--- src/rtl/sysctl_pkg.sv ---
// Shared constants for the system coprocessor access decoder.
// Assumes the fixed field layout of coprocessor instruction words.
package sysctl_pkg;
    localparam logic [3:0] COP_NUM    = 4'hF;   // coprocessor number served
    localparam logic [3:0] MAJOR_COP  = 4'hE;   // data-op / transfer major field
    localparam logic [2:0] MAJOR_MEM  = 3'b110; // memory transfer major field
    localparam logic [3:0] SEL_ID     = 4'd0;
    localparam logic [3:0] SEL_CTRL   = 4'd1;

    typedef enum logic [1:0] {
        CLS_NONE  = 2'd0,
        CLS_XFER  = 2'd1,
        CLS_TRAP  = 2'd2
    } op_class_e;
endpackage

--- src/rtl/sysctl_insn_classify.sv ---
// Combinational classifier: sorts a strobed instruction word into
// accepted transfer, trap or not-ours, and extracts direction and CRn.
// Assumes opcode and CRm selectors are zero; they are not decoded.
module sysctl_insn_classify
    import sysctl_pkg::*;
(
    input  logic        insn_valid,
    input  logic [31:0] insn_word,
    input  logic        priv_mode,
    output op_class_e   op_class,
    output logic        is_read,
    output logic [3:0]  reg_sel
);
    logic ours;
    logic cop_major;
    logic mem_major;
    logic xfer_form;
    logic unused_fields;

    assign unused_fields = ^{insn_word[31:28], insn_word[23:21], insn_word[15:12],
                             insn_word[7:5], insn_word[3:0]};

    // Field tests on the raw word.
    always_comb begin
        ours      = (insn_word[11:8] == COP_NUM);
        cop_major = (insn_word[27:24] == MAJOR_COP);
        mem_major = (insn_word[27:25] == MAJOR_MEM);
        xfer_form = cop_major && insn_word[4];
    end

    // Class decision with privilege check.
    always_comb begin
        op_class = CLS_NONE;
        if (insn_valid && ours) begin
            if (xfer_form)
                op_class = priv_mode ? CLS_XFER : CLS_TRAP;
            else if (cop_major || mem_major)
                op_class = CLS_TRAP;
        end
    end

    assign is_read = insn_word[20];
    assign reg_sel = insn_word[19:16];
endmodule

--- src/rtl/sysctl_reg_bank.sv ---
// Register file of the coprocessor: read-only ID word, control register
// with a pin-loaded vector bit, and NUM_RW full-width read/write registers.
// Assumes wr_en and rd_en are never high together.
module sysctl_reg_bank
    import sysctl_pkg::*;
#(
    parameter logic [31:0] ID_VALUE = 32'h5C0D_0001,
    parameter int          CTRL_W   = 14,
    parameter int          VEC_BIT  = 13,
    parameter int          RW_FIRST = 2,
    parameter int          NUM_RW   = 2
) (
    input  logic        clk,
    input  logic        rst_n,
    input  logic        vec_init,
    input  logic        wr_en,
    input  logic        rd_en,
    input  logic [3:0]  reg_sel,
    input  logic [31:0] wr_data,
    output logic [31:0] rd_data
);
    localparam int PAD_W = 32 - CTRL_W;

    logic [CTRL_W-1:0] ctrl_q;
    logic [31:0]       rw_q [NUM_RW];
    logic [31:0]       rd_next;

    // Control register: reset clears all but the vector bit.
    always_ff @(posedge clk) begin
        if (!rst_n) begin
            ctrl_q          <= '0;
            ctrl_q[VEC_BIT] <= vec_init;
        end else if (wr_en && reg_sel == SEL_CTRL) begin
            ctrl_q <= wr_data[CTRL_W-1:0];
        end
    end

    // Plain read/write registers, one per generated slot.
    for (genvar g = 0; g < NUM_RW; g++) begin : g_rw
        localparam logic [3:0] SLOT = 4'(RW_FIRST + g);
        always_ff @(posedge clk) begin
            if (!rst_n)
                rw_q[g] <= '0;
            else if (wr_en && reg_sel == SLOT)
                rw_q[g] <= wr_data;
        end
    end

    // Read multiplexer: undefined selections return zero.
    always_comb begin
        rd_next = '0;
        if (reg_sel == SEL_ID)
            rd_next = ID_VALUE;
        else if (reg_sel == SEL_CTRL)
            rd_next = {{PAD_W{1'b0}}, ctrl_q};
        for (int i = 0; i < NUM_RW; i++)
            if (reg_sel == 4'(RW_FIRST + i))
                rd_next = rw_q[i];
    end

    // Read data register, updated only by accepted reads.
    always_ff @(posedge clk) begin
        if (!rst_n)
            rd_data <= '0;
        else if (rd_en)
            rd_data <= rd_next;
    end
endmodule

--- src/rtl/sysctl_resp_flags.sv ---
// Registers the accept and trap pulses one cycle after the strobe.
// Assumes op_class is already qualified by the strobe.
module sysctl_resp_flags
    import sysctl_pkg::*;
(
    input  logic      clk,
    input  logic      rst_n,
    input  op_class_e op_class,
    output logic      accept_q,
    output logic      trap_q
);
    // Pulse flags follow the class of the previous cycle.
    always_ff @(posedge clk) begin
        if (!rst_n) begin
            accept_q <= 1'b0;
            trap_q   <= 1'b0;
        end else begin
            accept_q <= (op_class == CLS_XFER);
            trap_q   <= (op_class == CLS_TRAP);
        end
    end
endmodule

--- src/rtl/sysctl_cop_decoder.sv ---
// Top of the system coprocessor access decoder: classifies each strobed
// word, performs privileged register transfers and raises the trap.
// Assumes one word per strobe cycle; condition codes are already resolved.
module sysctl_cop_decoder
    import sysctl_pkg::*;
#(
    parameter logic [31:0] ID_VALUE = 32'h5C0D_0001,
    parameter int          CTRL_W   = 14,
    parameter int          VEC_BIT  = 13,
    parameter int          RW_FIRST = 2,
    parameter int          NUM_RW   = 2
) (
    input  logic        clk,
    input  logic        rst_n,
    input  logic        vec_init,
    input  logic        insn_valid,
    input  logic [31:0] insn_word,
    input  logic        priv_mode,
    input  logic [31:0] core_wdata,
    output logic [31:0] core_rdata,
    output logic        xfer_accept,
    output logic        undef_trap
);
    op_class_e  op_class;
    logic       is_read;
    logic [3:0] reg_sel;
    logic       wr_en;
    logic       rd_en;

    sysctl_insn_classify u_classify (
        .insn_valid (insn_valid),
        .insn_word  (insn_word),
        .priv_mode  (priv_mode),
        .op_class   (op_class),
        .is_read    (is_read),
        .reg_sel    (reg_sel)
    );

    // Transfer enables derived from the accepted class.
    always_comb begin
        wr_en = (op_class == CLS_XFER) && !is_read;
        rd_en = (op_class == CLS_XFER) &&  is_read;
    end

    sysctl_reg_bank #(
        .ID_VALUE (ID_VALUE),
        .CTRL_W   (CTRL_W),
        .VEC_BIT  (VEC_BIT),
        .RW_FIRST (RW_FIRST),
        .NUM_RW   (NUM_RW)
    ) u_bank (
        .clk      (clk),
        .rst_n    (rst_n),
        .vec_init (vec_init),
        .wr_en    (wr_en),
        .rd_en    (rd_en),
        .reg_sel  (reg_sel),
        .wr_data  (core_wdata),
        .rd_data  (core_rdata)
    );

    sysctl_resp_flags u_flags (
        .clk      (clk),
        .rst_n    (rst_n),
        .op_class (op_class),
        .accept_q (xfer_accept),
        .trap_q   (undef_trap)
    );
endmodule

--- config.mk ---
export PLATFORM = sky130hd
export DESIGN_NAME = sysctl_cop_decoder
export DESIGN_NICKNAME = d
export VERILOG_FILES = /design/src/rtl/sysctl_pkg.sv /design/src/rtl/sysctl_insn_classify.sv /design/src/rtl/sysctl_reg_bank.sv /design/src/rtl/sysctl_resp_flags.sv /design/src/rtl/sysctl_cop_decoder.sv
export SDC_FILE = /design/constraint.sdc
export NUM_CORES = 1
export LEC_CHECK = 0
export BUFFER_PORTS_ARGS = -buffer_cell sky130_fd_sc_hd__buf_4
export CORE_UTILIZATION = 31
export CTS_CLUSTER_DIAMETER = 40
export CTS_CLUSTER_SIZE = 40
export DETAILED_ROUTE_END_ITERATION = 12
export SLEW_MARGIN = 25
export SYNTH_ARGS = -nofsm -noshare
export SYNTH_HDL_FRONTEND = slang
export SYNTH_SLANG_ARGS = --single-unit
--- constraint.sdc ---
create_clock -name clk -period 4.3 [get_ports clk]
set_clock_uncertainty 0.1 [all_clocks]
set_input_delay 0.215 -clock clk [delete_from_list [all_inputs] [get_ports clk]]
set_output_delay 0.215 -clock clk [all_outputs]
set_load 0.01 [all_outputs]
After elaboration in Yosys (flattened, before gate mapping). Memories as Yosys holds them, arrays and structs flattened. Cells that the tools add are included.

Equal/unequal tests: 9. Mux-type cells: 19. Bitwise gates (word level): 2. Reduce and logical (&&, ||, !) cells: 10.

Operator list (count): $mux W32 (5); $mux W14 (3); $eq A4 B2 Y1 const B (2); $eq A4 B4 Y1 const B (2); $mux W2 (4); $logic_and A1 B1 Y1 (7); $mux W1 (7); $eq A4 B1 Y1 const B (1); $logic_not A4 Y1 (1); $eq A3 B3 Y1 const B (1); $eq A2 B1 Y1 const B (1); $eq A2 B2 Y1 const B (1); $ne A2 B1 Y1 const B (1); $or A1 B1 Y1 (2); $logic_not A1 Y1 (1); $logic_or A1 B1 Y1 (1).

Register bits: 48. Memory bits (writable): 64. Word-level logic and storage cells: 46. Memories: 1.

Memory list: u_bank.rw_q (depth 2, bits a word 32, read ports 2, clocked after Yosys merged registers in 0, wr ports 2, line sysctl_reg_bank.sv:25) `logic [31:0] rw_q [NUM_RW];`.

Longest topological paths before layout. Gate-level depths: netlist of run 1.

Depth after elaboration: 12. Gate-level depth with buffers: 7. Mapped depth without buffers: 4.

Cells and area by module. Synthesis of run 1 repeated with hierarchy kept, for this count alone.

Cells, all modules: 410. Area, all modules: 4652.0 µm².

Modules (own cells, without submodules): sysctl_reg_bank (instances 1, cells each 393, area each 4490.6 µm², seq. area each 2852.7 µm²); sysctl_insn_classify (instances 1, cells each 11, area each 82.6 µm², seq. area each 0.0 µm²); sysctl_resp_flags (instances 1, cells each 4, area each 57.6 µm², seq. area each 40.0 µm²); sysctl_cop_decoder (instances 1, cells each 2, area each 21.3 µm², seq. area each 0.0 µm²).

Worst setup path after synthesis of run 1. OpenSTA, ideal clock, no wires.

Path kind: input to register. From: input port insn_word[24]. To: memory u_bank.rw_q[1][0], enable pin. Arrival: 2.298 ns. Data required time: 3.811 ns. Path slack: 1.513 ns. Stages: 6. Buffers on the path: 2. Cells stage by stage: nand4b_4 -> or4_4 -> or3_1 -> buf_6 -> buf_8 -> nand2_1.

RTL lines: from (decl) (line sysctl_cop_decoder.sv:17) `input logic [31:0] insn_word,`; to (decl) (line sysctl_reg_bank.sv:25).

==> summary.md, run 1 <==
| Metric | Value |
|---|---|
| Run status | `completed` |
| Tot GR Track Use | `14.4%` |
| Crit-path cells | `buf_4 > nand4b_4 > or4_4 > or3_1 > nand2_1 > buf_12` |
| Core ar. | `15,400 µm²` |
| Detailed Routing Iterations Pass 1 | `4` |
| MaxCap Viol Count | `0` |
| Peak VDD IR | `240 µV` |
| PostCTS Resize Cnt | `0` |
| Filler cells | `1,488` |
| FF+latch area | `2890 µm²` |
| Chip width | `128 µm` |
| Vias in the first global route | `3,399` |
| Root Driver | `clkbuf_16` |
| Lkg Pwr | `2.24 nW` |
| Die area | `16,400 µm²` |
| Die height | `128 µm` |
| CP max stage cell | `nand2_1` |
| Setup Buffers After CTS | `0` |
| Via-to-Cell Ratio | `4.62` |
| Maximum buffer depth of the clock tree | `2` |
| Ys flop type | `edfxtp_1` |
| Setup violators final | `0` |
| DRT iter0 DRCs | `194` |
| Synthesized instance count | `470` |
| RSZ-0062 raised after global routing | `no` |
| Number of H-tree levels | `3` |
| Largest stage delay on the critical path | `0.71 ns` |
| Syn Area/Cell | `10.5 µm²` |
| Largest net degree at the start of global routing | `86` |
| Drt total wl | `11.4 mm` |
| Dpl hpwl | `7.45 mm` |
| CTS buffer count | `9` |
| Setup TNS | `0 ns` |
| Count leader, synth | `nand2_1` |
| Share of cells above drive strength 1 | `21.1%` |
| Starting Density | `32.1%` |
| Grt ovf | `0` |
| Core Rows | `45` |
| FF+latch count, synth | `112` |
| YS warnings | `0` |
| Nets | `605` |
| Tmin final | `2.83 ns` |
| Via count | `3,477` |
| Worst Hold Class | `input pin to flip-flop` |
| First-pass GRT wire length | `18.0 mm` |
| Power per cell area | `364 nW/µm²` |
| Area grow syn2layout | `22.6%` |
| Async SR Flop Fraction | `0%` |
| Multi-input logic area | `1850 µm²` |
| CP arrival | `2.78 ns` |
| Final hold vios | `0` |
| Mapped cell area | `4940 µm²` |
| Gpl congestion | `0.731` |
| Relative max-transition margin | `31.9%` |
| Kind of critical path | `input pin to flip-flop` |
| Max Transition Viols Final | `0` |
| Seq/Total Area, Yosys | `58.6%` |
| CTS tree | `built` |
| EDFF count, synth | `65` |
| Clk slew on worst S/H paths | `0.07 ns` |
| CTS Hold Buffers Added | `0` |
| IO Count | `103` |
| Fmax | `354 MHz` |
| Synth cell types | `32` |
| Post-Syn Nets | `539` |
| Number of port buffers | `84` |
| Worst hold slack | `0.0304 ns` |
| Post-synth top area share | `39.5%` |
| WL per Instance | `15.2 µm` |
| Post-synth top area cell | `edfxtp_1` |
| Fin crit share | `65.8%` |
| Synth area leaders | `edfxtp_1 40%, dfxtp_1 19%, nand2_1 8.4%` |
| Worst-Margin Slew | `1.02 ns` |
| Critical-path maximum fanout | `19` |
| Commonest cells in the netlist | `111 x nand2_1, 65 x edfxtp_1, 47 x dfxtp_1` |
| CP endpoint kind | `flip-flop` |
| Overall Power | `2.20 mW` |
| CP startpoint kind | `input pin` |
| WP data required | `4.25 ns` |
| Worst-Skew Late Latency | `0.35 ns` |
| Clock sinks | `112` |
| Initial antenna violation count | `0` |
| Routed Antenna Nets | `0` |
| DRC | `0` |
| Antenna diode count | `0` |
## logic make-up (layout without fill, tap and decap cells)
family | after synthesis | after routing | share of synthesized area [%]
AND/OR/NAND/NOR | 208 | 208 | 19.8
flip-flops | 112 | 112 | 58.6
AO/OA/AOI/OAI | 68 | 68 | 9.86
buffers and inverters | 44 | 115 | 4.06
multiplexers | 38 | 38 | 7.71
## where the power goes
part	internal, mW	switching, mW	leakage [nW]
sequential	1.16	0.00785	0.995
clock	0.511	0.380	0.148
combinational	0.0596	0.0822	1.09
## cells in the final DEF (no fill, tap or decap), drive strengths merged, types with 3 or more instances in the layout
cell type  count
and2          29
mux2i         38
edfxtp        65
nor4           4
a221oi         8
or3           12
dfxtp         47
nand3          3
clkbuf         9
nor2          37
a21oi         14
buf           90
a21boi        32
inv            9
clkinvlp       3
nor3           3
a211oi        13
nand2        111
## state kept, by name (all words and copies together) (netlist names)
name / count
u_bank.ctrl_q: 14
u_bank.rd_data: 32
u_bank.rw_q: 64
u_flags.accept_q: 1
u_flags.trap_q: 1
## worst paths after layout
check | startpoint | to | slack, ns | cells after the start
min reg2reg | u_bank.rd_data[25]$_SDFFE_PN0P_ | u_bank.rd_data[25]$_SDFFE_PN0P_ | 0.35 | 2
max reg2reg | u_bank.ctrl_q[11]$_SDFFE_PN0P_ | u_bank.rd_data[11]$_SDFFE_PN0P_ | 3.00 | 4
min | core_wdata[4] | u_bank.ctrl_q[4]$_SDFFE_PN0P_ | 0.03 | 3
max | insn_word[24] | u_bank.rw_q[1][10]$_SDFFCE_PN0P_ | 1.47 | 6
## worst max-delay path, delay by kind of cell
| kind | cells | cell delay, ns |
|---|---|---|
| and+or+nand+nor | 4 | 2.17 |
| buffers and inverters | 2 | 0.36 |
## final cells by class
class / count / share of cell area [%]
sequential: 112 / 47.8
inverter: 9 / 0.558
timing repair buffer: 90 / 11.4
clock buffer: 9 / 3.72
clock inverter: 7 / 1.59
multi-input combinational: 314 / 30.6
tap: 211 / 4.36
## through the flow
| stage | instances | setup WS (ns) | util (%) | instance area, µm² |
|---|---|---|---|---|
| 5_1_grt | 752 | 1.35 | 39.4 | 6050 |
| 6_report | 752 | 1.47 | 39.4 | 6050 |
| 2_1_floorplan | 470 | 1.51 | - | 4940 |
| 3_3_place_gp | 736 | 1.10 | 37.3 | 5730 |
| 4_1_cts | 752 | 1.43 | 39.4 | 6050 |
| 3_5_place_dp | 736 | 1.07 | 37.3 | 5730 |
## per-layer routing
layer	GRT usage [%]	vias to the layer above	share of wire [%]
met1	19.5	1648	47
met2	22.5	73	46
met4	5.67	0	1.3
met5	0	-	0
met3	2.84	7	4.8
li1	-	1749	-
No activity file was read; power rests on OpenSTA's default activity.
==> inputs of run 2 (changes only) <==
==> constraint.sdc (replaced) <==
create_clock -name clk -period 2.7 [get_ports clk]
set_clock_uncertainty 0.1 [all_clocks]
set_input_delay 0.135 -clock clk [delete_from_list [all_inputs] [get_ports clk]]
set_output_delay 0.135 -clock clk [all_outputs]
set_load 0.01 [all_outputs]
==> run 2 against run 1 <==
Critical path depth grew 1. Sequential share of layout area shrank 1.5 points. Final cell count grew 3.6%. Worst setup slack lost 1.3 ns. Total power grew 52%. Non-clock buffer count grew 27.
==> summary.md, run 2 (synthesis gave the netlist of run 1 again) <==
| Metric | Value |
|---|---|
| CTS buffer count | `9 (unchanged)` |
| Most frequent cells in the layout | `110 x nand2_1, 99 x buf_4, 65 x edfxtp_1, 47 x dfxtp_1, 38 x mux2i_1` |
| Core Rows | `45 (unchanged)` |
| WP data required | `2.62 ns (-1.63 ns)` |
| Initial antenna violation count | `0 (unchanged)` |
| Kind of critical path | `input pin to flip-flop` |
| Lkg Pwr | `2.34 nW (+4.8%)` |
| Tmin final | `2.52 ns` |
| Routed Antenna Nets | `0 (unchanged)` |
| Vias in the first global route | `3,616 (+6.4%)` |
| Filler cells | `1,481 (-0.47%)` |
| First-pass GRT wire length | `18.6 mm (+3.4%)` |
| Power per cell area | `537 nW/µm² (+47%)` |
| Fmax | `397 MHz` |
| Core ar. | `15,400 µm² (unchanged)` |
| DRT iter0 DRCs | `199 (+2.6%)` |
| Starting Density | `32.1% (unchanged)` |
| DRT met1 WL | `5.54 mm (+2.3%)` |
| DP Worst Slack | `0.383 ns (-0.684 ns)` |
| Largest net degree at the start of global routing | `44 (-49%)` |
| WL per Instance | `14.8 µm (-2.4%)` |
| CTS tree | `built` |
| Setup ws final | `0.184 ns (-1.29 ns)` |
| Relative max-transition margin | `57.2% (+25 points)` |
| Final Non-Filler Cells | `779 (+3.6%)` |
| CP endpoint kind | `flip-flop` |
| Max FFs per register | `64 (unchanged)` |
| Number of H-tree levels | `3 (unchanged)` |
| Die area | `16,400 µm² (unchanged)` |
| Gpl congestion | `0.736 (+0.59%)` |
| Detailed Routing Iterations Pass 1 | `4 (unchanged)` |
| Final hold vios | `0 (unchanged)` |
| Peak VDD IR | `314 µV (+31%)` |
| IO Count | `103 (unchanged)` |
| Nets | `632 (+4.5%)` |
| Worst-Margin Slew | `0.640 ns (-0.378 ns)` |
| Grt ovf | `0 (unchanged)` |
| Worst Hold Class | `input pin to flip-flop` |
| Run status | `completed` |
| Most flops, register | `u_bank.rw_q` |
| Critical-path maximum fanout | `20 (+1)` |
| DRC | `0 (unchanged)` |
| Largest regs | `u_bank.rw_q: 64 flops, u_bank.rd_data: 32 flops, u_bank.ctrl_q: 14 flops` |
| Worst hold slack | `0.00861 ns (-0.0218 ns)` |
| Area grow syn2layout | `26.6%` |
| CP arrival | `2.44 ns (-0.34 ns)` |
| Share of cells above drive strength 1 | `21.7% (+0.58 points)` |
| Chip width | `128 µm (unchanged)` |
| Setup violators final | `0 (unchanged)` |
| CP Launch Point | `insn_word[24]` |
| Dpl hpwl | `7.84 mm (+5.3%)` |
| Met2 routed WL | `5.30 mm (-0.13%)` |
| Top Metal Used | `met4` |
| Max Transition Viols Final | `0 (unchanged)` |
| Root Driver | `clkbuf_16` |
| Met3 wire length | `465 µm (-15%)` |
| Setup TNS | `0 ns (unchanged)` |
| Tot GR Track Use | `14.7% (+0.32 points)` |
| Via count | `3,602 (+3.6%)` |
| Maximum buffer depth of the clock tree | `2 (unchanged)` |
| HP Start | `core_wdata[29]` |
| Commonest non-fill, non-tap cell in the layout | `nand2_1` |
| Via-to-Cell Ratio | `4.62 (about the same)` |
| Die height | `128 µm (unchanged)` |
| CP startpoint kind | `input pin` |
| RSZ-0062 raised after global routing | `no` |
| Placed Cells | `746 (+1.4%)` |
| PostCTS Resize Cnt | `0 (unchanged)` |
| Worst-Skew Late Latency | `0.35 ns (about the same)` |
| Clock sinks | `112 (unchanged)` |
| MaxCap Viol Count | `0 (unchanged)` |
| Antenna diode count | `0 (unchanged)` |
| Number of port buffers | `84 (unchanged)` |
| Drt total wl | `11.5 mm (+1.1%)` |
| Clk slew on worst S/H paths | `0.07 ns (about the same)` |
| Fin crit share | `93.2%` |
| Worst reg2reg path startpoint | `u_bank.ctrl_q[8]$_SDFFE_PN0P_` |
==> run 2: power by group <==
part	internal, mW	switching (mW)
combinational	0.115	0.135
clock	0.649	0.594
sequential	1.85	0.0125
==> run 2: final timing paths <==
kind,cells after the start,endpoint,slack [ns]
setup / recovery,7,u_bank.rw_q[1][28]$_SDFFCE_PN0P_,0.18
hold / removal,3,u_bank.rw_q[0][29]$_SDFFCE_PN0P_,0.009
setup reg to reg,4,u_bank.rd_data[8]$_SDFFE_PN0P_,1.44
hold reg to reg,2,u_bank.rd_data[25]$_SDFFE_PN0P_,0.35
==> run 2: per-stage QoR <==
stage                     cell area, µm²  util (%)  total power, mW
after global routing                6250      40.7             3.47
after detailed placement            5810      37.8             2.13
after floorplan                     4940         -             2.02
after CTS                           6250      40.7             3.38
after global placement              5810      37.8             2.13
final                               6250      40.7             3.35
==> run 2: cell type report <==
type	instances	area [µm²]	share of cell area (%)
Tap cell	211	264	4.22
Clock inverter	5	32.5	0.520
Clock buffer	11	243	3.88
Sequential cell	112	2890	46.3
Timing Repair Buffer	117	933	14.9
Multi-Input combinational cell	314	1850	29.6
Inverter	9	33.8	0.540
==> run 2: timing repair <==
item                                   4_1_cts  5_1_grt
setup buffers                                0        0
endpoints found under the hold margin       40        0
hold buffers                                17        0
==> run 2: worst max-delay path, cell delays in order <==
cell and delay, ns:
dlygate4sd3_1 0.54, buf_4 0.14, nand4b_4 0.19, or4_4 0.60, or3_1 0.42, nand2_2 0.10, buf_4 0.31
==> run 2: layer usage <==
metal	track usage [%]	vias to the layer above
li1	-	1804
met1	19.2	1705
met2	24.2	78
met3	2.09	15
met4	6.57	0
met5	0	-
==> inputs of run 3 (changes only) <==
--- a/config.mk
+++ b/config.mk
@@ -5,11 +5,11 @@
 export SDC_FILE = /design/constraint.sdc
 export NUM_CORES = 1
 export LEC_CHECK = 0
-export BUFFER_PORTS_ARGS = -buffer_cell sky130_fd_sc_hd__buf_4
 export CORE_UTILIZATION = 31
 export CTS_CLUSTER_DIAMETER = 40
 export CTS_CLUSTER_SIZE = 40
 export DETAILED_ROUTE_END_ITERATION = 12
+export DONT_BUFFER_PORTS = 1
 export SLEW_MARGIN = 25
 export SYNTH_ARGS = -nofsm -noshare
 export SYNTH_HDL_FRONTEND = slang
==> constraint.sdc (replaced) <==
create_clock -name clk -period 3.1 [get_ports clk]
set_clock_uncertainty 0.1 [all_clocks]
set_input_delay 0.155 -clock clk [delete_from_list [all_inputs] [get_ports clk]]
set_output_delay 0.155 -clock clk [all_outputs]
set_load 0.01 [all_outputs]
==> run 3 against run 2 <==
Worst setup slack better by 0.86 ns. Hold slack better by 0.0020 ns. Global-route usage about the same. Final cell count down 8.7%. Critical path depth down 2. Sequential cell count unchanged. Non-clock buffer count down 69. First-iteration DRC count up 57%. Utilization down 2.6 points. Critical path type unchanged. Largest cell class unchanged.
==> summary.md, run 3 (synthesis gave the netlist of run 1 again) <==
| Metric | Value |
|---|---|
| Run status | `completed` |
| Setup TNS | `0 ns (unchanged)` |
| Core Rows | `45 (unchanged)` |
| Most flops, register | `u_bank.rw_q` |
| Largest stage delay on the critical path | `0.60 ns (about the same)` |
| Worst-Skew Late Latency | `0.35 ns (about the same)` |
| Starting Density | `32.1% (unchanged)` |
| Crit path buf inv count | `1 (-2)` |
| Vias in the first global route | `3,315 (-8.3%)` |
| Comb pwr share | `5.4% (-2.1 points)` |
| DP Worst Slack | `0.787 ns (+0.403 ns)` |
| Largest regs | `u_bank.rw_q: 64 flops, u_bank.rd_data: 32 flops, u_bank.ctrl_q: 14 flops` |
| Nets | `563 (-11%)` |
| Via count | `3,386 (-6.0%)` |
| Switching power | `0.633 mW (-15%)` |
| WL per Instance | `16.3 µm (+10%)` |
| CP arrival | `2.25 ns (-0.19 ns)` |
| Lkg Pwr | `2.01 nW (-14%)` |
| Max Transition Viols Final | `0 (unchanged)` |
| MaxCap Viol Count | `0 (unchanged)` |
| CTS buffer count | `9 (unchanged)` |
| Routed Antenna Nets | `0 (unchanged)` |
| Commonest non-fill, non-tap cell in the layout | `nand2_1` |
| IO Count | `103 (unchanged)` |
| RSZ-0062 raised after global routing | `no` |
| Fin crit share | `66.5%` |
| Worst hold slack | `0.0107 ns (+0.00204 ns)` |
| Area grow syn2layout | `18.5%` |
| Kind of critical path | `input pin to flip-flop` |
| Core ar. | `15,400 µm² (unchanged)` |
| Relative max-transition margin | `40.1% (-17 points)` |
| Final hold vios | `0 (unchanged)` |
| Worst Hold Class | `input pin to flip-flop` |
| Crit-path cells | `nand4b_4 > or4_4 > nor3_4 > mux2i_1 > dlygate4sd3_1` |
| Overall Power | `3.05 mW (-9.1%)` |
| Dpl hpwl | `7.27 mm (-7.3%)` |
| Die height | `128 µm (unchanged)` |
| Multi-input logic area | `1850 µm² (-0.14%)` |
| Maximum buffer depth of the clock tree | `2 (unchanged)` |
| Root Driver | `clkbuf_16` |
| Power Internal | `2.42 mW (-7.5%)` |
| Power per cell area | `521 nW/µm² (-2.9%)` |
| CP max stage cell | `or4_4` |
| Largest net degree at the start of global routing | `81 (+84%)` |
| Drt total wl | `11.6 mm (+0.57%)` |
| Clock Power Share | `41.5% (+4.5 points)` |
| Critical-path maximum fanout | `7 (-65%)` |
| Gpl congestion | `0.678 (-7.9%)` |
| FF+latch area | `2890 µm² (unchanged)` |
| Share of cells above drive strength 1 | `6.61% (-15 points)` |
| Filler cells | `1,468 (-0.88%)` |
| Family with the most delay on the worst path | `simple AND/OR/NAND/NOR gates` |
| Grt ovf | `0 (unchanged)` |
| Chip width | `128 µm (unchanged)` |
| Most frequent cells in the layout | `111 x nand2_1, 65 x edfxtp_1, 47 x dfxtp_1, 39 x dlygate4sd3_1, 38 x mux2i_1` |
| WP data required | `3.29 ns (+0.67 ns)` |
| Initial antenna violation count | `1 (+1)` |
| First-pass GRT wire length | `18.5 mm (-0.96%)` |
| Via-to-Cell Ratio | `4.76 (+3.0%)` |
| Number of port buffers | `0 (-100%)` |
| Fmax | `485 MHz` |
| CP endpoint kind | `flip-flop` |
| Clk slew on worst S/H paths | `0.07 ns (about the same)` |
| Number of H-tree levels | `3 (unchanged)` |
| Tot GR Track Use | `14.7% (-0.047 points)` |
| CTS tree | `built` |
| Switch share | `20.7% (-1.4 points)` |
| Peak VDD IR | `242 µV (-23%)` |
| Die area | `16,400 µm² (unchanged)` |
| DRC | `0 (unchanged)` |
| Max FFs per register | `64 (unchanged)` |
| DRT iter0 DRCs | `312 (+57%)` |
| CP startpoint kind | `input pin` |
| Tmin final | `2.06 ns` |
| Detailed Routing Iterations Pass 1 | `4 (unchanged)` |
| Setup violators final | `0 (unchanged)` |
| Setup ws final | `1.04 ns (+0.856 ns)` |
| Worst-Margin Slew | `0.896 ns (+0.256 ns)` |
| Clock sinks | `112 (unchanged)` |
| Flop pwr share | `53.2% (-2.3 points)` |
-- run 3: cell types whose count changed in the layout (fill, tap and decap cells not counted), sizes merged, moves of 2 or more --
cell,before,now
buf,100,9
dlygate4sd3,17,39
clkinv,3,0
bufinv,0,2
-- run 3: layout make-up --
class | instances | share of cell area [%]
sequential | 112 | 49.4
multi-input combinational | 314 | 31.6
timing repair buffer | 48 | 8.17
tap | 211 | 4.51
clock buffer | 10 | 4.08
clock inverter | 6 | 1.56
inverter | 9 | 0.577
antenna | 1 | 0.0428
-- run 3: what timing repair did --
action                    in CTS  in global routing
hold endpoints to repair     113                  0
setup buffers                  0                  0
hold buffers                  40                  0
gates resized for setup        0                  0
-- run 3: worst paths after layout --
path	startpoint	endpoint	slack (ns)	cells past startpoint
hold reg to reg	u_bank.ctrl_q[9]$_SDFFE_PN0P_	u_bank.ctrl_q[9]$_SDFFE_PN0P_	0.36	2
setup / recovery	insn_word[24]	u_bank.ctrl_q[4]$_SDFFE_PN0P_	1.04	5
setup reg to reg	u_bank.ctrl_q[4]$_SDFFE_PN0P_	u_bank.ctrl_q[4]$_SDFFE_PN0P_	1.86	3
hold / removal	insn_word[16]	u_bank.rd_data[9]$_SDFFE_PN0P_	0.01	3
-- run 3: worst min-delay path, delay by kind of cell --
family             cells  cell delay, ns
AOI/OAI and AO/OA      2            0.17
and+or+nand+nor        1            0.07
-- run 3: metal layers --
metal | global-route usage, % | wire length (µm) | vias to the layer above
met5 | 0 | 0 | -
li1 | - | - | 1669
met3 | 3.38 | 713 | 9
met1 | 19.8 | 5400 | 1624
met2 | 23.2 | 5360 | 84
met4 | 4.64 | 140 | 0
-- run 3: power groups by stage --
stage	clock [mW]	combinational (mW)	sequential, mW
after floorplan	0	0.107	1.65
after global placement	0	0.102	1.65
after detailed placement	0	0.103	1.66
after CTS	1.28	0.165	1.62
after global routing	1.33	0.181	1.62
final	1.26	0.164	1.62
-- run 3: through the flow --
stage | util [%] | cell area [µm²] | std cells
final | 38.1 | 5850 | 711
after global placement | 33.2 | 5100 | 654
after CTS | 38.0 | 5850 | 710
after detailed placement | 33.2 | 5100 | 654
after global routing | 38.1 | 5850 | 711
after floorplan | - | 4940 | 470
